===== src/rtl/vic_pkg.sv =====
package vic_pkg;
  typedef enum logic [2:0] {
    SEL_PEND   = 3'd0,
    SEL_EN     = 3'd1,
    SEL_PRIO   = 3'd2,
    SEL_AUTO   = 3'd3,
    SEL_GLOBAL = 3'd4
  } vicSel_e;

  // Strobes from control to datapath
  typedef struct packed {
    logic take;
    logic useHi;
  } vicStb_t;
endpackage


===== src/rtl/vic_pick.sv =====
module vic_pick #(
  parameter int WIDTH = 8,
  parameter int IW    = 3
) (
  input  logic [WIDTH-1:0] reqVec,
  output logic             found,
  output logic [IW-1:0]    idx
);
  always_comb begin
    found = |reqVec;
    idx   = '0;
    for (int k = WIDTH - 1; k >= 0; k--) begin
      if (reqVec[k]) idx = IW'(k);
    end
  end
endmodule


===== src/rtl/vic_datapath.sv =====
module vic_datapath
  import vic_pkg::*;
#(
  parameter int NUM_SRC    = 8,
  parameter int ADDR_W     = 16,
  parameter int VEC_BASE   = 3,
  parameter int VEC_STRIDE = 8
) (
  input  logic               clk,
  input  logic               rst_n,
  input  logic [NUM_SRC-1:0] srcEvent,
  input  logic               regWr,
  input  logic [2:0]         regSel,
  input  logic [NUM_SRC-1:0] regWrData,
  output logic [NUM_SRC-1:0] regRdData,
  input  logic               gateOpen,
  input  vicStb_t            stb,
  output logic               hiAny,
  output logic               loAny,
  output logic               glbNow,
  output logic               glbClearing,
  output logic               glbSetting,
  output logic [ADDR_W-1:0]  irqVector
);
  localparam int IDX_W = (NUM_SRC > 1) ? $clog2(NUM_SRC) : 1;

  logic [NUM_SRC-1:0] pend, pendNext, enable, prio, autoClr;
  logic               globalEn;
  logic [NUM_SRC-1:0] hiReq, loReq, clrHit;
  logic [IDX_W-1:0]   hiIdx, loIdx, selIdx;
  logic               wrPend, wrEn, wrPrio, wrAuto, wrGlb;

  assign wrPend = regWr && (regSel == SEL_PEND);
  assign wrEn   = regWr && (regSel == SEL_EN);
  assign wrPrio = regWr && (regSel == SEL_PRIO);
  assign wrAuto = regWr && (regSel == SEL_AUTO);
  assign wrGlb  = regWr && (regSel == SEL_GLOBAL);

  assign glbNow      = wrGlb ? regWrData[0] : globalEn;
  assign glbClearing = wrGlb && globalEn && !regWrData[0];
  assign glbSetting  = wrGlb && regWrData[0];

  assign hiReq = pend & enable & prio  & {NUM_SRC{gateOpen}};
  assign loReq = pend & enable & ~prio & {NUM_SRC{gateOpen}};

  vic_pick #(.WIDTH(NUM_SRC), .IW(IDX_W)) hiPick_i (
    .reqVec(hiReq), .found(hiAny), .idx(hiIdx));
  vic_pick #(.WIDTH(NUM_SRC), .IW(IDX_W)) loPick_i (
    .reqVec(loReq), .found(loAny), .idx(loIdx));

  assign selIdx    = stb.useHi ? hiIdx : loIdx;
  assign irqVector = ADDR_W'(VEC_BASE) + ADDR_W'(VEC_STRIDE) * ADDR_W'(selIdx);

  // Per-source flag update: event wins over clear and software write
  for (genvar g = 0; g < NUM_SRC; g++) begin : gSrc
    assign clrHit[g]   = stb.take && (selIdx == IDX_W'(g)) && autoClr[g];
    assign pendNext[g] = srcEvent[g] |
                         (!clrHit[g] && (wrPend ? regWrData[g] : pend[g]));
  end

  always_ff @(posedge clk) begin
    if (!rst_n) begin
      pend     <= '0;
      enable   <= '0;
      prio     <= '0;
      autoClr  <= '0;
      globalEn <= 1'b0;
    end else begin
      pend <= pendNext;
      if (wrEn)   enable   <= regWrData;
      if (wrPrio) prio     <= regWrData;
      if (wrAuto) autoClr  <= regWrData;
      if (wrGlb)  globalEn <= regWrData[0];
    end
  end

  always_comb begin
    case (regSel)
      SEL_PEND:   regRdData = pend;
      SEL_EN:     regRdData = enable;
      SEL_PRIO:   regRdData = prio;
      SEL_AUTO:   regRdData = autoClr;
      SEL_GLOBAL: regRdData = NUM_SRC'(globalEn);
      default:    regRdData = '0;
    endcase
  end

  // an event always lands in its flag
  p_event_latch_r2: assert property (@(posedge clk) disable iff (!rst_n)
    (|srcEvent) |=> ((pend & $past(srcEvent)) == $past(srcEvent)));

  // a take of a source without auto-clear leaves its flag set
  p_keep_flag_r6: assert property (@(posedge clk) disable iff (!rst_n)
    (stb.take && !autoClr[selIdx] && !wrPend) |=> pend[$past(selIdx)]);
endmodule


===== src/rtl/vic_control.sv =====
module vic_control
  import vic_pkg::*;
(
  input  logic       clk,
  input  logic       rst_n,
  input  logic       instBoundary,
  input  logic       nextMulti,
  input  logic       retStrobe,
  input  logic       hiAny,
  input  logic       loAny,
  input  logic       glbNow,
  input  logic       glbClearing,
  input  logic       glbSetting,
  output logic       gateOpen,
  output vicStb_t    stb,
  output logic       irqTake,
  output logic [1:0] inService
);
  logic       lateWin;
  logic       hiOk, loOk;
  logic [1:0] inSvc;

  // Clearing the global enable keeps one boundary open unless the next op is long
  assign gateOpen = glbNow || ((lateWin || glbClearing) && !nextMulti);

  assign hiOk    = hiAny && !inSvc[1];
  assign loOk    = loAny && !inSvc[1] && !inSvc[0];
  assign irqTake = instBoundary && !retStrobe && (hiOk || loOk);

  assign stb.take  = irqTake;
  assign stb.useHi = hiOk;
  assign inService = inSvc;

  always_ff @(posedge clk) begin
    if (!rst_n) begin
      lateWin <= 1'b0;
      inSvc   <= 2'b00;
    end else begin
      if (glbSetting || instBoundary) lateWin <= 1'b0;
      else if (glbClearing)           lateWin <= 1'b1;

      if (retStrobe) begin
        if (inSvc[1]) inSvc[1] <= 1'b0;
        else          inSvc[0] <= 1'b0;
      end else if (irqTake) begin
        if (hiOk) inSvc[1] <= 1'b1;
        else      inSvc[0] <= 1'b1;
      end
    end
  end

  p_take_at_boundary_r3: assert property (@(posedge clk) disable iff (!rst_n)
    irqTake |-> instBoundary);

  p_masked_global_r10: assert property (@(posedge clk) disable iff (!rst_n)
    (!glbNow && !lateWin && !glbClearing) |-> !irqTake);

  p_high_blocks_r7: assert property (@(posedge clk) disable iff (!rst_n)
    inSvc[1] |-> !irqTake);

  p_no_take_on_ret_r9: assert property (@(posedge clk) disable iff (!rst_n)
    retStrobe |-> !irqTake);

  p_push_level_r8: assert property (@(posedge clk) disable iff (!rst_n)
    irqTake |=> ($countones(inSvc) == $countones($past(inSvc)) + 1));

  p_pop_level_r8: assert property (@(posedge clk) disable iff (!rst_n)
    (retStrobe && (|inSvc)) |=> ($countones(inSvc) + 1 == $countones($past(inSvc))));
endmodule


===== src/rtl/prio_irq_ctrl.sv =====
module prio_irq_ctrl
  import vic_pkg::*;
#(
  parameter int NUM_SRC    = 8,
  parameter int ADDR_W     = 16,
  parameter int VEC_BASE   = 3,
  parameter int VEC_STRIDE = 8
) (
  input  logic               clk,
  input  logic               rst_n,
  input  logic [NUM_SRC-1:0] srcEvent,
  input  logic               regWr,
  input  logic [2:0]         regSel,
  input  logic [NUM_SRC-1:0] regWrData,
  output logic [NUM_SRC-1:0] regRdData,
  input  logic               instBoundary,
  input  logic               nextMulti,
  input  logic               retStrobe,
  output logic               irqTake,
  output logic [ADDR_W-1:0]  irqVector,
  output logic [1:0]         inService
);
  vicStb_t stb;
  logic    gateOpen, hiAny, loAny, glbNow, glbClearing, glbSetting;

  vic_datapath #(
    .NUM_SRC(NUM_SRC), .ADDR_W(ADDR_W),
    .VEC_BASE(VEC_BASE), .VEC_STRIDE(VEC_STRIDE)
  ) dp_i (
    .clk(clk), .rst_n(rst_n), .srcEvent(srcEvent),
    .regWr(regWr), .regSel(regSel), .regWrData(regWrData), .regRdData(regRdData),
    .gateOpen(gateOpen), .stb(stb), .hiAny(hiAny), .loAny(loAny),
    .glbNow(glbNow), .glbClearing(glbClearing), .glbSetting(glbSetting),
    .irqVector(irqVector)
  );

  vic_control ctl_i (
    .clk(clk), .rst_n(rst_n), .instBoundary(instBoundary), .nextMulti(nextMulti),
    .retStrobe(retStrobe), .hiAny(hiAny), .loAny(loAny), .glbNow(glbNow),
    .glbClearing(glbClearing), .glbSetting(glbSetting), .gateOpen(gateOpen),
    .stb(stb), .irqTake(irqTake), .inService(inService)
  );
endmodule


===== config.mk =====
export PLATFORM = sky130hd
export DESIGN_NAME = prio_irq_ctrl
export DESIGN_NICKNAME = d
export VERILOG_FILES = /design/src/rtl/vic_pkg.sv /design/src/rtl/vic_pick.sv /design/src/rtl/vic_datapath.sv /design/src/rtl/vic_control.sv /design/src/rtl/prio_irq_ctrl.sv
export SDC_FILE = /design/constraint.sdc
export NUM_CORES = 1
export LEC_CHECK = 0
export BUFFER_PORTS_ARGS = -buffer_cell sky130_fd_sc_hd__clkbuf_2
export CAP_MARGIN = 20
export CORE_MARGIN = 2
export CORE_UTILIZATION = 40
export CTS_BUF_LIST = sky130_fd_sc_hd__clkbuf_4 sky130_fd_sc_hd__clkbuf_8
export DETAILED_ROUTE_END_ITERATION = 8
export PLACE_DENSITY = 0.7
export SLEW_MARGIN = 25
export SYNTH_ARGS = -nofsm -noshare
export SYNTH_HDL_FRONTEND = slang
export SYNTH_SLANG_ARGS = --single-unit

===== constraint.sdc =====
create_clock -name clk -period 1.9 [get_ports clk]
set_clock_uncertainty 0.2 [all_clocks]
set_input_delay 0.285 -clock clk [delete_from_list [all_inputs] [get_ports clk]]
set_output_delay 0.285 -clock clk [all_outputs]
set_load 0.03 [all_outputs]

# Yosys cells after proc, flatten, opt, wreduce, memory -nomap -nowiden
# Cells that the tools add are included.
[classes]
n_lt_le_gt_ge = 0
n_addsub = 1
muxes = 31
n_eq_ne = 13
bitwise = 15
multipliers = 0
shift = 0
div = 0
reduce_logical = 64
[ops]
columns = ["cell", "count"]
rows = [
  ["$mux W3", 17],
  ["$and A8 B8 Y8", 5],
  ["$pmux W8 S5", 1],
  ["$logic_and A1 B1 Y1", 38],
  ["$reduce_or A8 Y1", 2],
  ["$eq A3 B3 Y1 const B", 5],
  ["$logic_not A1 Y1", 13],
  ["$mux W1", 13],
  ["$eq A3 B2 Y1 const B", 4],
  ["$not A8 Y8", 1],
  ["$or A1 B1 Y1", 8],
  ["$add A2 B6 Y7 const A", 1],
  ["$eq A3 B1 Y1 const B", 2],
  ["$logic_not A3 Y1", 2],
  ["$logic_or A1 B1 Y1", 4],
  ["$ne A2 B2 Y1 const B", 2],
  ["$reduce_or A2 Y1", 2],
  ["$reduce_and A3 Y1", 1],
  ["$reduce_and A2 Y1", 1],
  ["$reduce_bool A2 Y1", 1],
  ["$not A1 Y1", 1],
]
[word_totals]
romBits = 0
ff_bits = 36
output_inout_bits = 27
n_memories = 0
input_bits = 25
latchBits = 0
elab_cells = 132
ram_bits = 0

# Logic depth before layout (Yosys ltp)
[logic_depth]
word_depth = 23
ltp_mapped = 7
ltp_nobuf = 7

# Hierarchy
# A second synthesis with hierarchy kept.
[hier_totals]
hier_cells = 272
area_unflattened_um2 = 2285.9
[by_module_without_submodules]
columns = ["module", "n_inst", "seq_area_each_um2", "cells_each", "area_each_um2"]
rows = [
  ["vic_datapath", 1, 660.6, 229, 1960.6],
  ["vic_control", 1, 60.1, 17, 162.7],
  ["vic_pick", 2, 0.0, 13, 81.3],
]

# Least setup slack after synthesis
# Ideal clock, no wire load.
[synth_path]
path_type = "register to output"
start = "register dp_i.prio[7]"
end = "output port irqVector[4]"
path_stages_with_launch = 7
path_slack_ns = -0.172
path_buffers = 0
required_ns = 1.415
t_arrival_ns = 1.587
cell_sequence = "dfxtp_1 -> and3_1 -> and4bb_2 -> a21oi_2 -> mux2_2 -> nand2_1 -> inv_1"
[synth_between]
elab_chain_len = 13
elab_cells_between_ends = 25
cone_classes = "add/sub: 1; mux: 17; bitwise: 5; reduce/logical: 2"
[synth_rtl]
columns = ["element", "line", "source"]
rows = [
  ["start: declaration", "vic_datapath.sv:27", "logic [NUM_SRC-1:0] pend, pendNext, enable, prio, autoClr;"],
  ["start signal: assignment", "vic_datapath.sv:71", "if (wrPrio) prio <= regWrData;"],
  ["$not A8 Y8", "vic_datapath.sv:44", "assign loReq = pend & enable & ~prio & {NUM_SRC{gateOpen}};"],
  ["$and A8 B8 Y8 (2 in series)", "vic_datapath.sv:44", ""],
  ["$mux W3 (8 in series)", "vic_pick.sv:13", "if (reqVec[k]) idx = IW'(k);"],
  ["$mux W3 *", "vic_datapath.sv:51", "assign selIdx = stb.useHi ? hiIdx : loIdx;"],
  ["$add A2 B6 Y7 *", "vic_datapath.sv:52", "assign irqVector = ADDR_W'(VEC_BASE) + ADDR_W'(VEC_STRIDE) * ADDR_W'(selIdx);"],
  ["end: declaration", "prio_irq_ctrl.sv:20", "output logic [ADDR_W-1:0] irqVector,"],
]
# Mark *: on every way between the ends. The rest lies on a longest branch, timed or not.

# Worst setup path after layout
[layout_path]
start = "register dp_i.pend[6]"
end = "output port irqVector[3]"
[layout_between]
elab_chain_len = 12
elab_cells_between_ends = 23
cone_classes = "add/sub: 1; mux: 15; bitwise: 5; reduce/logical: 2"
[layout_rtl]
columns = ["element", "line", "source"]
rows = [
  ["start: declaration", "vic_datapath.sv:27", ""],
  ["start signal: assignment", "vic_datapath.sv:69", "pend <= pendNext;"],
  ["$and A8 B8 Y8 *", "vic_datapath.sv:43, vic_datapath.sv:44", ""],
  ["$and A8 B8 Y8, on equally long branches (2 in series)", "vic_datapath.sv:44, vic_datapath.sv:43", ""],
  ["$mux W3 (7 in series)", "vic_pick.sv:13", ""],
  ["$mux W3 *", "vic_datapath.sv:51", ""],
  ["$add A2 B6 Y7 *", "vic_datapath.sv:52", ""],
]
# Marks and branches as above.

==> impl_metrics.tcl <==
set metrics [dict create \
    synth-seq-area-share 0.322 \
    dieHeight_microns 78.8 \
    antenna_cells 0 \
    ctsHtreeMaxLevel 2 \
    crit_path_start_kind "register" \
    start_util 0.409 \
    portBuffers 38 \
    slew_violations 0 \
    max-vdd-ir-drop_mv 0.263 \
    p_sw_mw 0.485 \
    slew-limit-headroom 0.641 \
    synth.avg_cell_area_sq_um 8.68 \
    synth_largest_area_cell "dfxtp_1" \
    setup_viol 19 \
    vias_per_cell 5.83 \
    yosysUniqueCellTypes 49 \
    cts_tree "yes" \
    place_ws_ns -0.266 \
    layout-drive-gt1-share 0.556 \
    first_iter_violations 196 \
    synth_edf_count 0 \
    fin_cells 432 \
    fin_ws_ns -0.520 \
    status "complete, but fails checks" \
    routed_wl_microns 8470 \
    dr.pass1.iters 5 \
    die_w_microns 78.8 \
    wl_per_cell_microns 19.6 \
    netlist_instances 258 \
    globalplace.congestion 0.886 \
    die_area_sq_um 6210 \
    comb_power_share 0.211 \
    switching_share 0.287 \
    max_cap_viol_count 0 \
    grt_pass1_wl_microns 12300 \
    dp_hpwl_microns 5030 \
    p_per_area_nw_per_um2 477 \
    critPathKind "register to output port" \
    endpoint_kind "output port" \
    cp_max_fo 3 \
    async_flop_share 0 \
    clock_latency_ns 0.29 \
    ios 52 \
    finalHoldViolCount 0 \
    synth_warnings 0 \
    internal-power_mw 1.21 \
    vias 2519 \
    hold_class "input port to register" \
    tightestPinTransition_ns 0.538 \
    cts-buffers-inserted 5 \
    clockRootBuffer "clkbuf_8" \
    rows 27 \
    syn_area_sq_um 2240 \
    worstPathArrival_ns 1.94 \
    rsz0062_at_grt "true" \
    ant_nets 0 \
    grt_max_degree 18 \
    ys_seq_elements 36 \
    fin_util 0.649 \
    num-fill-cells 392 \
    grt_overflow 0 \
    finalCritPeriodShare 1.27 \
    p_clk_frac 0.314 \
    yosys-top-cells-area "dfxtp_1 (32%), mux4_2 (7.0%), nand2_1 (7.0%)" \
    cts.clk_slew.worst_paths_ns 0.07 \
    fin_tns_setup_ns -5.25 \
    ys.flop_type "dfxtp_1" \
    power_frac_seq 0.475 \
    antenna_found_initial 0 \
    p_leak_nw 1.50 \
    core_sq_um 5470 \
    drc_errors 0 \
    areaGrowthSynthToFinish_pct 58.6 \
    grt_pass1_vias 2440 \
    grt_use_total 0.261 \
    nNetsFinal 385 \
    max_freq_ghz 0.413 \
    cts_sinks 36 \
    synth.top_cell.area_share 0.322 \
    cp.required_ns 1.41 \
    place_inst 402 \
    violations "negative setup slack" \
    clock_path_buffers 2 \
    fin_crit_ns 2.42 \
]
==> logic make-up after synthesis <==
logic type / after synthesis / share of synthesized area
AO/OA/AOI/OAI: 56 / 0.170
buffers and inverters: 30 / 0.0765
flip-flops: 36 / 0.322
multiplexers: 26 / 0.161
other: 2 / 0.00335
AND/OR/NAND/NOR: 108 / 0.268
==> metal layers <==
| metal | GRT usage | share of wire | vias to the layer above | wire length, microns |
|---|---|---|---|---|
| met4 | 0.191 | 0.067 | 0 | 568 |
| met3 | 0.0534 | 0.079 | 49 | 669 |
| met5 | 0 | 0 | - | 0 |
| met1 | 0.308 | 0.37 | 1200 | 3170 |
| li1 | - | - | 1114 | - |
| met2 | 0.419 | 0.48 | 156 | 4060 |
==> synth_stat cells, types with 4 or more instances <==
library cell  number
nand2_1           42
dfxtp_1           36
a21oi_1           21
nor2_1            16
buf_4             13
nor2b_1           13
mux2_2            10
o21ai_0           10
mux2i_1            9
nand3_1            9
and3b_1            8
clkbuf_1           7
mux4_2             7
a31oi_1            6
a41oi_1            4
inv_1              4
nor4b_1            4
==> final timing paths <==
path                           startpoint                           end  slack, ns  cells past startpoint
max               dp_i.pend[6]$_SDFF_PN0_                  irqVector[3]      -0.52                      7
min                          regWrData[2]  dp_i.autoClr[2]$_SDFFE_PN0P_       0.05                      3
max reg2reg     dp_i.prio[3]$_SDFFE_PN0P_       dp_i.pend[6]$_SDFF_PN0_      -0.46                      8
min reg2reg  dp_i.autoClr[2]$_SDFFE_PN0P_  dp_i.autoClr[2]$_SDFFE_PN0P_       0.26                      2
==> stage by stage <==
| step | hold WS (ns) | area (sq um) | total power, mW |
|---|---|---|---|
| 2_1_floorplan | 0.164 | 2360 | 1.01 |
| 3_3_place_gp | 0.254 | 2850 | 1.09 |
| 3_5_place_dp | 0.255 | 2850 | 1.10 |
| 4_1_cts | 0.0401 | 3360 | 1.67 |
| 5_1_grt | 0.0675 | 3550 | 1.75 |
| 6_report | 0.0549 | 3550 | 1.69 |
==> timing repair <==
action	CTS	global route
pin swaps	16	17
hold buffers	1	0
gates resized for setup	86	40
setup endpoints to repair	20	21
gates cloned	1	0
buffers inserted	13	12
endpoints found under the hold margin	1	0
==> registers in the layout, summed over array words and instances (netlist names) <==
signal,flops
dp_i.pend,8
dp_i.prio,8
ctl_i.inService,2
dp_i.autoClr,8
dp_i.globalEn,1
dp_i.enable,8
ctl_i.lateWin,1
==> power groups by stage <==
| stage | sequential [mW] | clock (mW) | combinational (mW) |
|---|---|---|---|
| final | 0.804 | 0.531 | 0.357 |
| after global placement | 0.814 | 0 | 0.279 |
| after floorplan | 0.811 | 0 | 0.195 |
| after CTS | 0.802 | 0.537 | 0.327 |
| after detailed placement | 0.815 | 0 | 0.283 |
| after global routing | 0.807 | 0.564 | 0.375 |
==> worst max-delay path, stage by stage (launching register included) <==
cell and delay, ns:
dfxtp_2 0.34, and3_4 0.19, and4bb_2 0.37, a21oi_4 0.08, buf_6 0.13, o311ai_4 0.33, inv_4 0.06, buf_8 0.14
==> area by class of cell <==
| type | count | area, sq um | share of cell area |
|---|---|---|---|
| repair buffers | 108 | 925 | 0.260 |
| flip-flops and latches | 36 | 749 | 0.211 |
| well taps | 72 | 90.1 | 0.0254 |
| clock buffers | 6 | 76.3 | 0.0215 |
| multi-input cells | 203 | 1680 | 0.472 |
| inverters | 6 | 30.0 | 0.00845 |
| clock inverters | 1 | 5.00 | 0.00141 |
==> cell usage in the layout, fill, tap and decap left out, types with 2 or more instances in the layout <==
cell type  count
conb_1        13
and3b_1        4
dfxtp_2       20
nor2b_4        3
dfxtp_1       15
buf_12         2
o221ai_4       2
a21oi_1       19
nand3_1        7
nand2_1       40
and3b_2        4
a41oi_2        4
buf_4         50
nor4b_4        5
mux2_4         2
nor2b_1       10
buf_6         23
inv_4          3
mux4_2         7
nand3b_1       2
clkbuf_2      25
mux2_2         8
nand3_2        2
o21ai_0        9
a31oi_1        6
nor2_1        16
buf_8          4
a21oi_4        2
clkbuf_8       7
and3_4         2
mux2i_1        8
Power figures use the tool's default switching activity.
